===== src/rtl/gpio_port_pkg.sv =====
package gpio_port_pkg;
  // Number of low address bits below the per-line mask bits.
  localparam int unsigned LANE_SHIFT = 2;

  typedef enum logic [1:0] {
    SEL_NONE = 2'd0,
    SEL_DATA = 2'd1,
    SEL_DIR  = 2'd2
  } bus_sel_e;
endpackage


===== src/rtl/gpio_in_sync.sv =====
module gpio_in_sync #(
  parameter int unsigned WIDTH = 8
) (
  input  logic             clk,
  input  logic             rst,
  input  logic [WIDTH-1:0] pad_i,
  output logic [WIDTH-1:0] sync_o
);
  logic [WIDTH-1:0] stage1_q;
  logic [WIDTH-1:0] stage2_q;
  logic [1:0]       warm_q;

  always_ff @(posedge clk) begin
    if (rst) begin
      stage1_q <= '0;
      stage2_q <= '0;
    end else begin
      stage1_q <= pad_i;
      stage2_q <= stage1_q;
    end
  end

  // Counts edges since reset so the delay check never reaches into reset time.
  always_ff @(posedge clk) begin
    if (rst) warm_q <= 2'd0;
    else if (warm_q != 2'd2) warm_q <= warm_q + 2'd1;
  end

  assign sync_o = stage2_q;

  assert_sync_delay_R7: assert property (@(posedge clk) disable iff (rst)
    (warm_q == 2'd2) |=> (sync_o == $past(pad_i, 2)));
endmodule


===== src/rtl/gpio_pin_regs.sv =====
module gpio_pin_regs #(
  parameter int unsigned WIDTH = 8
) (
  input  logic             clk,
  input  logic             rst,
  input  logic             dir_we,
  input  logic [WIDTH-1:0] dir_wdata,
  input  logic             data_we,
  input  logic [WIDTH-1:0] data_mask,
  input  logic [WIDTH-1:0] data_wdata,
  output logic [WIDTH-1:0] dir_q,
  output logic [WIDTH-1:0] odata_q
);
  // One slice per line: its direction bit and its output data bit.
  for (genvar n = 0; n < WIDTH; n++) begin : g_line
    always_ff @(posedge clk) begin
      if (rst) begin
        dir_q[n] <= 1'b0;
      end else if (dir_we) begin
        dir_q[n] <= dir_wdata[n];
      end
    end

    always_ff @(posedge clk) begin
      if (rst) begin
        odata_q[n] <= 1'b0;
      end else if (data_we && data_mask[n] && dir_q[n]) begin
        odata_q[n] <= data_wdata[n];
      end
    end
  end

  assert_dir_load_R2: assert property (@(posedge clk) disable iff (rst)
    dir_we |=> (dir_q == $past(dir_wdata)));

  assert_mask_keep_R3: assert property (@(posedge clk) disable iff (rst)
    1'b1 |=> (((odata_q ^ $past(odata_q)) &
               ~($past(data_we) ? $past(data_mask) : {WIDTH{1'b0}})) == {WIDTH{1'b0}}));

  assert_input_hold_R4: assert property (@(posedge clk) disable iff (rst)
    1'b1 |=> (((odata_q ^ $past(odata_q)) & ~$past(dir_q)) == {WIDTH{1'b0}}));
endmodule


===== src/rtl/gpio_rd_mux.sv =====
module gpio_rd_mux
  import gpio_port_pkg::*;
#(
  parameter int unsigned WIDTH = 8
) (
  input  logic             clk,
  input  logic             rst,
  input  bus_sel_e         sel,
  input  logic [WIDTH-1:0] mask,
  input  logic [WIDTH-1:0] dir,
  input  logic [WIDTH-1:0] odata,
  input  logic [WIDTH-1:0] insync,
  output logic [WIDTH-1:0] rdata_q
);
  logic [WIDTH-1:0] line_val;
  logic [WIDTH-1:0] rdata_d;

  for (genvar n = 0; n < WIDTH; n++) begin : g_val
    assign line_val[n] = dir[n] ? odata[n] : insync[n];
  end

  always_comb begin
    case (sel)
      SEL_DIR:  rdata_d = dir;
      SEL_DATA: rdata_d = line_val & mask;
      default:  rdata_d = '0;
    endcase
  end

  always_ff @(posedge clk) begin
    if (rst) rdata_q <= '0;
    else     rdata_q <= rdata_d;
  end

  assert_unmasked_zero_R5: assert property (@(posedge clk) disable iff (rst)
    (sel == SEL_DATA) |=> ((rdata_q & ~$past(mask)) == {WIDTH{1'b0}}));

  assert_out_readback_R6: assert property (@(posedge clk) disable iff (rst)
    (sel == SEL_DATA) |=> (((rdata_q ^ $past(odata)) & $past(mask & dir)) == {WIDTH{1'b0}}));

  assert_hole_reads_zero_R9: assert property (@(posedge clk) disable iff (rst)
    (sel == SEL_NONE) |=> (rdata_q == {WIDTH{1'b0}}));
endmodule


===== src/rtl/gpio_masked_port.sv =====
module gpio_masked_port
  import gpio_port_pkg::*;
#(
  parameter int unsigned LINES  = 8,
  localparam int unsigned ADDR_W = LINES + LANE_SHIFT + 1
) (
  input  logic              clk,
  input  logic              rst,
  input  logic [ADDR_W-1:0] bus_addr,
  input  logic              bus_wr,
  input  logic [LINES-1:0]  bus_wdata,
  output logic [LINES-1:0]  bus_rdata,
  input  logic [LINES-1:0]  pad_in,
  output logic [LINES-1:0]  pad_out,
  output logic [LINES-1:0]  pad_oe
);
  // The direction word sits just above the data window.
  localparam logic [ADDR_W-1:0] DIR_OFS = ADDR_W'(1) << (LINES + LANE_SHIFT);
  localparam logic [ADDR_W-LANE_SHIFT-1:0] DIR_WORD = DIR_OFS[ADDR_W-1:LANE_SHIFT];

  bus_sel_e         sel;
  logic [LINES-1:0] mask;
  logic [LINES-1:0] dir_q;
  logic [LINES-1:0] odata_q;
  logic [LINES-1:0] insync;

  always_comb begin
    if (bus_addr < DIR_OFS)                                sel = SEL_DATA;
    else if (bus_addr[ADDR_W-1:LANE_SHIFT] == DIR_WORD)    sel = SEL_DIR;
    else                                                   sel = SEL_NONE;
  end

  assign mask = bus_addr[LANE_SHIFT +: LINES];

  gpio_in_sync #(.WIDTH(LINES)) u_sync (
    .clk    (clk),
    .rst    (rst),
    .pad_i  (pad_in),
    .sync_o (insync)
  );

  gpio_pin_regs #(.WIDTH(LINES)) u_regs (
    .clk        (clk),
    .rst        (rst),
    .dir_we     (bus_wr && (sel == SEL_DIR)),
    .dir_wdata  (bus_wdata),
    .data_we    (bus_wr && (sel == SEL_DATA)),
    .data_mask  (mask),
    .data_wdata (bus_wdata),
    .dir_q      (dir_q),
    .odata_q    (odata_q)
  );

  gpio_rd_mux #(.WIDTH(LINES)) u_rd (
    .clk     (clk),
    .rst     (rst),
    .sel     (sel),
    .mask    (mask),
    .dir     (dir_q),
    .odata   (odata_q),
    .insync  (insync),
    .rdata_q (bus_rdata)
  );

  assign pad_out = odata_q;
  assign pad_oe  = dir_q;

  assert_reset_idle_R1: assert property (@(posedge clk)
    rst |=> (pad_oe == {LINES{1'b0}} && pad_out == {LINES{1'b0}}));

  assert_hole_write_R9: assert property (@(posedge clk) disable iff (rst)
    (bus_wr && sel == SEL_NONE) |=> $stable(pad_oe) && $stable(pad_out));
endmodule


===== config.mk =====
export PLATFORM = sky130hd
export DESIGN_NAME = gpio_masked_port
export DESIGN_NICKNAME = d
export VERILOG_FILES = /design/src/rtl/gpio_port_pkg.sv /design/src/rtl/gpio_in_sync.sv /design/src/rtl/gpio_pin_regs.sv /design/src/rtl/gpio_rd_mux.sv /design/src/rtl/gpio_masked_port.sv
export SDC_FILE = /design/constraint.sdc
export NUM_CORES = 1
export LEC_CHECK = 0
export CAP_MARGIN = 20
export CORE_MARGIN = 8
export CORE_UTILIZATION = 48
export DETAILED_ROUTE_END_ITERATION = 7
export GPL_TIMING_DRIVEN = 1
export PLACE_DENSITY = 0.92
export SLEW_MARGIN = 20
export SYNTH_ARGS = -nofsm -noshare
export SYNTH_HDL_FRONTEND = slang
export SYNTH_HIERARCHICAL = 1
export SYNTH_SLANG_ARGS = --single-unit

===== constraint.sdc =====
create_clock -name clk -period 4.1 [get_ports clk]
set_clock_uncertainty 0.15 [all_clocks]
set_input_delay 0.615 -clock clk [delete_from_list [all_inputs] [get_ports clk]]
set_output_delay 0.615 -clock clk [all_outputs]
set_load 0.005 [all_outputs]

Word level (Yosys, flattened, before mapping)
Cells that the tools add are included.
Widths: inputs -> output; s select.
{"block": "totals", "ff_bits": 40, "latchBits": 0, "mem_bits_rw": 0, "mem_bits_ro": 0, "in_bits": 30, "out_inout_bits": 24, "word_cells": 53, "mem_count": 0}
{"block": "op_classes", "n_addsub": 0, "multipliers": 0, "div_mod_pow": 0, "magnitude_cmp": 1, "eq_ne": 3, "n_shift": 0, "n_mux": 11, "bitwise_logic": 1, "reduce_logical": 18}
{"op": "$logic_and 1x1->1", "n": 18}
{"op": "$pmux 8 s2", "n": 1}
{"op": "$lt 11x11->1 const B", "n": 1}
{"op": "$eq 9x9->1 const B", "n": 1}
{"op": "$and 8x8->8", "n": 1}
{"op": "$mux 1", "n": 8}
{"op": "$mux 2", "n": 2}
{"op": "$eq 2x1->1 const B", "n": 1}
{"op": "$eq 2x2->1 const B", "n": 1}

Depth between registers and ports, before layout
{"block": "logic_depth", "depth_word": 7, "depth_mapped": 8, "mapped_depth_nobuf": 7}

By module
Netlist, hierarchy kept.
{"mod": "gpio_pin_regs", "instances": 1, "cells_each": 68, "area_each_um2": 688.2, "seq_area_each_um2": 320.3}
{"mod": "gpio_in_sync", "instances": 1, "cells_each": 33, "area_each_um2": 464.2, "seq_area_each_um2": 320.3}
{"mod": "gpio_rd_mux", "instances": 1, "cells_each": 42, "area_each_um2": 430.4, "seq_area_each_um2": 160.2}
{"mod": "gpio_masked_port", "instances": 1, "cells_each": 8, "area_each_um2": 55.1, "seq_area_each_um2": 0.0}

Least setup slack after synthesis
No wires, ideal clock.
{"block": "synth_timing", "path_kind": "input to register", "from": "input bus_addr[7]", "to": "register u_rd.rdata_q[5]", "setup_ps": 119, "arrival_ps": 2089, "required_ps": 3831, "path_slack_ps": 1742, "stages": 8, "path_buffers": 1, "path_cell_list": "or4_4 nor3_1 inv_1 ha_1 buf_4 and3_1 o21ai_0 a21oi_1"}
{"block": "synth_between", "elab_chain_len": 5, "elab_cells_between_ends": 8, "classes_between": "order compare (1); eq/ne (3); mux (3); bitwise (1)"}
{"item": "from (decl)", "line": "gpio_masked_port.sv:9", "rtl": "input logic [ADDR_W-1:0] bus_addr,"}
{"item": "parallel branches: the longest is 2 deep, another holds $lt 11x11->1"}
{"item": "$mux 2 (*)", "line": "gpio_masked_port.sv:28", "rtl": "if (bus_addr < DIR_OFS) sel = SEL_DATA;"}
{"item": "named net sel[1]", "line": "gpio_masked_port.sv:21", "rtl": "bus_sel_e sel;"}
{"item": "$eq 2x1->1 / $eq 2x2->1 (equally long branches)", "line": "gpio_rd_mux.sv:23", "rtl": "case (sel)"}
{"item": "$pmux 8 s2 (*)", "line": "gpio_rd_mux.sv:23"}
{"item": "to (signal assigned)", "line": "gpio_rd_mux.sv:32", "rtl": "else rdata_q <= rdata_d;"}
{"item": "to (decl)", "line": "gpio_rd_mux.sv:13", "rtl": "output logic [WIDTH-1:0] rdata_q"}
Mark *: on every way through the listed nets, which the timed path passes.
A chain may end at the register's enable or synchronous reset.

Worst setup path after layout
{"block": "layout_timing", "from": "input bus_addr[7]", "to": "register u_rd.rdata_q[4]"}
The elaborated chain is that of the path after synthesis.

==> flow_summary.json <==
{
  "cts.htree.levels": 2,
  "ys_top_cells_by_area": "dfxtp_1 (49%), mux2i_1 (9.8%), nand2b_1 (5.7%), mux2_4 (4.6%), nor2b_2 (3.7%)",
  "post_synth_instance_area_mm2": 0.00164,
  "critical_path.startpoint_type": "input pin",
  "post_cts.resized_instances": 0,
  "design.core.area_mm2": 0.00331,
  "crit-reg2reg-launch": "u_regs/dir_q[7]$_SDFFE_PP0P_",
  "grtUsageMet2_pct": 21.7,
  "crit_cells": 8,
  "die_x_um": 74.4,
  "clock_path_buffers": 2,
  "min-delay-start": "u_sync/stage1_q[3]$_SDFF_PP0_",
  "grt_use_total_pct": 14.2,
  "postCtsSetupBuffers": 0,
  "r2r.worst_path.cells": 3,
  "cp-end-kind": "flip-flop",
  "yosysWarningCount": 6,
  "die-height_um": 74.4,
  "netlist.top_cell.by_area": "dfxtp_1",
  "finish.net_count": 236,
  "worst-endpoint-required_ns": 4.19,
  "timing.critical_path.arrival_ns": 2.84,
  "hold_depth": 1,
  "yosysTopAreaCellShare_pct": 48.9,
  "crit_fanout": 11,
  "inserted_clock_buffers": 5,
  "routed_wirelength_um": 3650,
  "grt_first_pass_wirelength_um": 5890,
  "detail_route.iter0.violations": 68,
  "period_minus_slack_ns": 2.74,
  "drcViolationCount": 0,
  "ctsHoldBuffers": 0,
  "number_of_global_route_vias_before_repair": 1256,
  "clkTransAtPathRegs_ns": 0.11,
  "first_pass_iters": 4,
  "worst-slew-pin-transition_ns": 0.707,
  "maxSlewViolCount": 0,
  "mapped_nets": 183,
  "run_status": "completed",
  "grt-ovfl-total": 0,
  "initial_utilization_pct": 49.5,
  "number_of_nets_with_antenna_violations_after_detailed_routing": 0,
  "cts.sinks": 40,
  "final_replace_weighted_congestion": 0.795,
  "via_per_inst": 4.82,
  "clkLatencyLatePin_ns": 0.35,
  "p_leak_nw": 0.853,
  "grtUsageMet1_pct": 15.7,
  "design.die.area_mm2": 0.00554,
  "worstSetupPathType": "in2reg",
  "critPathSlowestCell": "or4_4",
  "power_density_mw_per_mm2": 300,
  "critical_path.cell_chain": "clkdlybuf4s50_1, or4_4, nor3_1, inv_1, ha_1, and3_1, o21ai_0, a21oi_1",
  "layout-area-overhead-vs-synth_pct": 35.2,
  "final_number_of_hold_violating_endpoints": 0,
  "holdCritPathClass": "reg2reg",
  "hold_ws_ns": 0.303,
  "fmax_mhz": 365,
  "final_setup_violations": 0,
  "portion_of_the_post_synthesis_area_used_by_sequential_elements_pct": 48.9,
  "floorplan.io_pins": 54,
  "rows": 21,
  "final_min_period_over_clock_period_pct": 66.9,
  "diodes": 0,
  "final_layout_size_suffix_gt1_share_pct": 15.6,
  "startpoint": "bus_addr[7]",
  "cap_viol_max_count": 0,
  "io_buffers": 51,
  "initial_antenna_violation_count": 0,
  "groute.layer.met3.usage_pct": 6.33,
  "cp_top_family": "simple AND/OR/NAND/NOR gates",
  "layout.cells.most_common_list": "clkdlybuf4s50_1 (51), dfxtp_1 (40), mux2i_1 (16)",
  "wl_per_cell_um": 14.5,
  "via_count": 1209,
  "synthesis.area_per_instance_um2": 10.8,
  "vdd_ir_drop_max_mv": 0.205,
  "worst_slew_margin_rel_pct": 52.7,
  "synthesis.instances": 151,
  "synth_cell_types": 25,
  "clock_tree_from_tritoncts": "yes",
  "clk_root_buffer_cell": "clkbuf_4",
  "critical_path.max_stage_delay_ns": 0.57,
  "timing.critical_path.buf_inv": 2,
  "layout.cells.most_common": "clkdlybuf4s50_1",
  "detailed_place_hpwl_um": 2730,
  "grt_start_max_net_pins": 24,
  "timing.setup.tns_ns": 0,
  "rsz0062_at_grt": "false",
  "ys_ff_latch": 40,
  "grt_busiest_layer": "met2"
}
routing by layer:
| metal | vias up | part of all wire (%) |
|---|---|---|
| met5 | - | 0 |
| met4 | 0 | 2.2 |
| met3 | 10 | 8.1 |
| met2 | 47 | 46 |
| met1 | 531 | 44 |
| li1 | 621 | - |
cells in the mapped netlist:
cell type   n
a21oi_1     3
a32oi_1     5
and2b_2     6
and3_1      3
buf_2       1
buf_4       2
buf_6       4
dfxtp_1    40
ha_1        2
inv_1       4
mux2_4      5
mux2i_1    16
nand2b_1   15
nand2b_2    1
nand3_1     8
nand4b_1    3
nor2_1     14
nor2b_1     3
nor2b_2     7
nor3_1      1
nor4_2      1
o21ai_0     3
or2_2       2
or3b_2      1
or4_4       1
path summary, 6_finish.rpt:
kind / endpoint / slack [ns]
worst min-delay path: u_sync/sync_o[3]$_SDFF_PP0_ / 0.30
worst max-delay path: u_rd/rdata_q[4]$_SDFF_PP0_ / 1.36
worst max register to register: u_rd/rdata_q[7]$_SDFF_PP0_ / 2.81
worst min register to register: u_sync/sync_o[3]$_SDFF_PP0_ / 0.30
stage by stage:
stage / cell area, µm² / std cells / util [%] / worst slack [ns] / total power [mW]
floorplan: 1640 / 151 / - / 1.74 / 0.435
detailed placement: 2160 / 243 / 65.1 / 1.06 / 0.469
CTS: 2210 / 251 / 66.9 / 1.38 / 0.672
global route: 2210 / 251 / 66.9 / 1.24 / 0.689
global placement: 2160 / 243 / 65.1 / 1.11 / 0.467
finish: 2210 / 251 / 66.9 / 1.36 / 0.664
kinds of logic (layout without fill, tap and decap cells):
| logic type | count (synthesis) | after routing | share of synthesized area (%) |
|---|---|---|---|
| and+or+nand+nor | 66 | 66 | 25.8 |
| muxes | 21 | 21 | 14.4 |
| DFF | 40 | 40 | 48.9 |
| buffers and inverters | 11 | 65 | 4.89 |
| adders and majority gates | 2 | 2 | 1.53 |
| AOI/OAI and AO/OA | 11 | 11 | 4.51 |
registers in the layout, indices dropped and copies added (netlist names):
name             cells
u_rd/rdata_q         8
u_sync/stage1_q      8
u_regs/odata_q       8
u_sync/sync_o        8
u_regs/dir_q         8
worst register-to-register path, delay by kind of cell (launching register included):
family             cells  cell delay (ns)
AOI/OAI and AO/OA      1             0.22
DFF                    1             0.44
muxes                  1             0.32
and+or+nand+nor        1             0.07
cell type report:
| type | instances | area, µm² |
|---|---|---|
| fill | 286 | 1100 |
| tap | 46 | 57.6 |
| timing repair buffer | 53 | 526 |
| inverter | 4 | 15.0 |
| sequential | 40 | 801 |
| clock buffer | 8 | 58.8 |
| multi-input combinational | 100 | 757 |
power by group:
group / internal (mW) / switching [mW] / leakage, nW
Clock: 0.0846 / 0.119 / 0.0326
Combinational: 0.0386 / 0.0233 / 0.495
Sequential: 0.396 / 0.00189 / 0.326
Power figures use the tool's default switching activity.
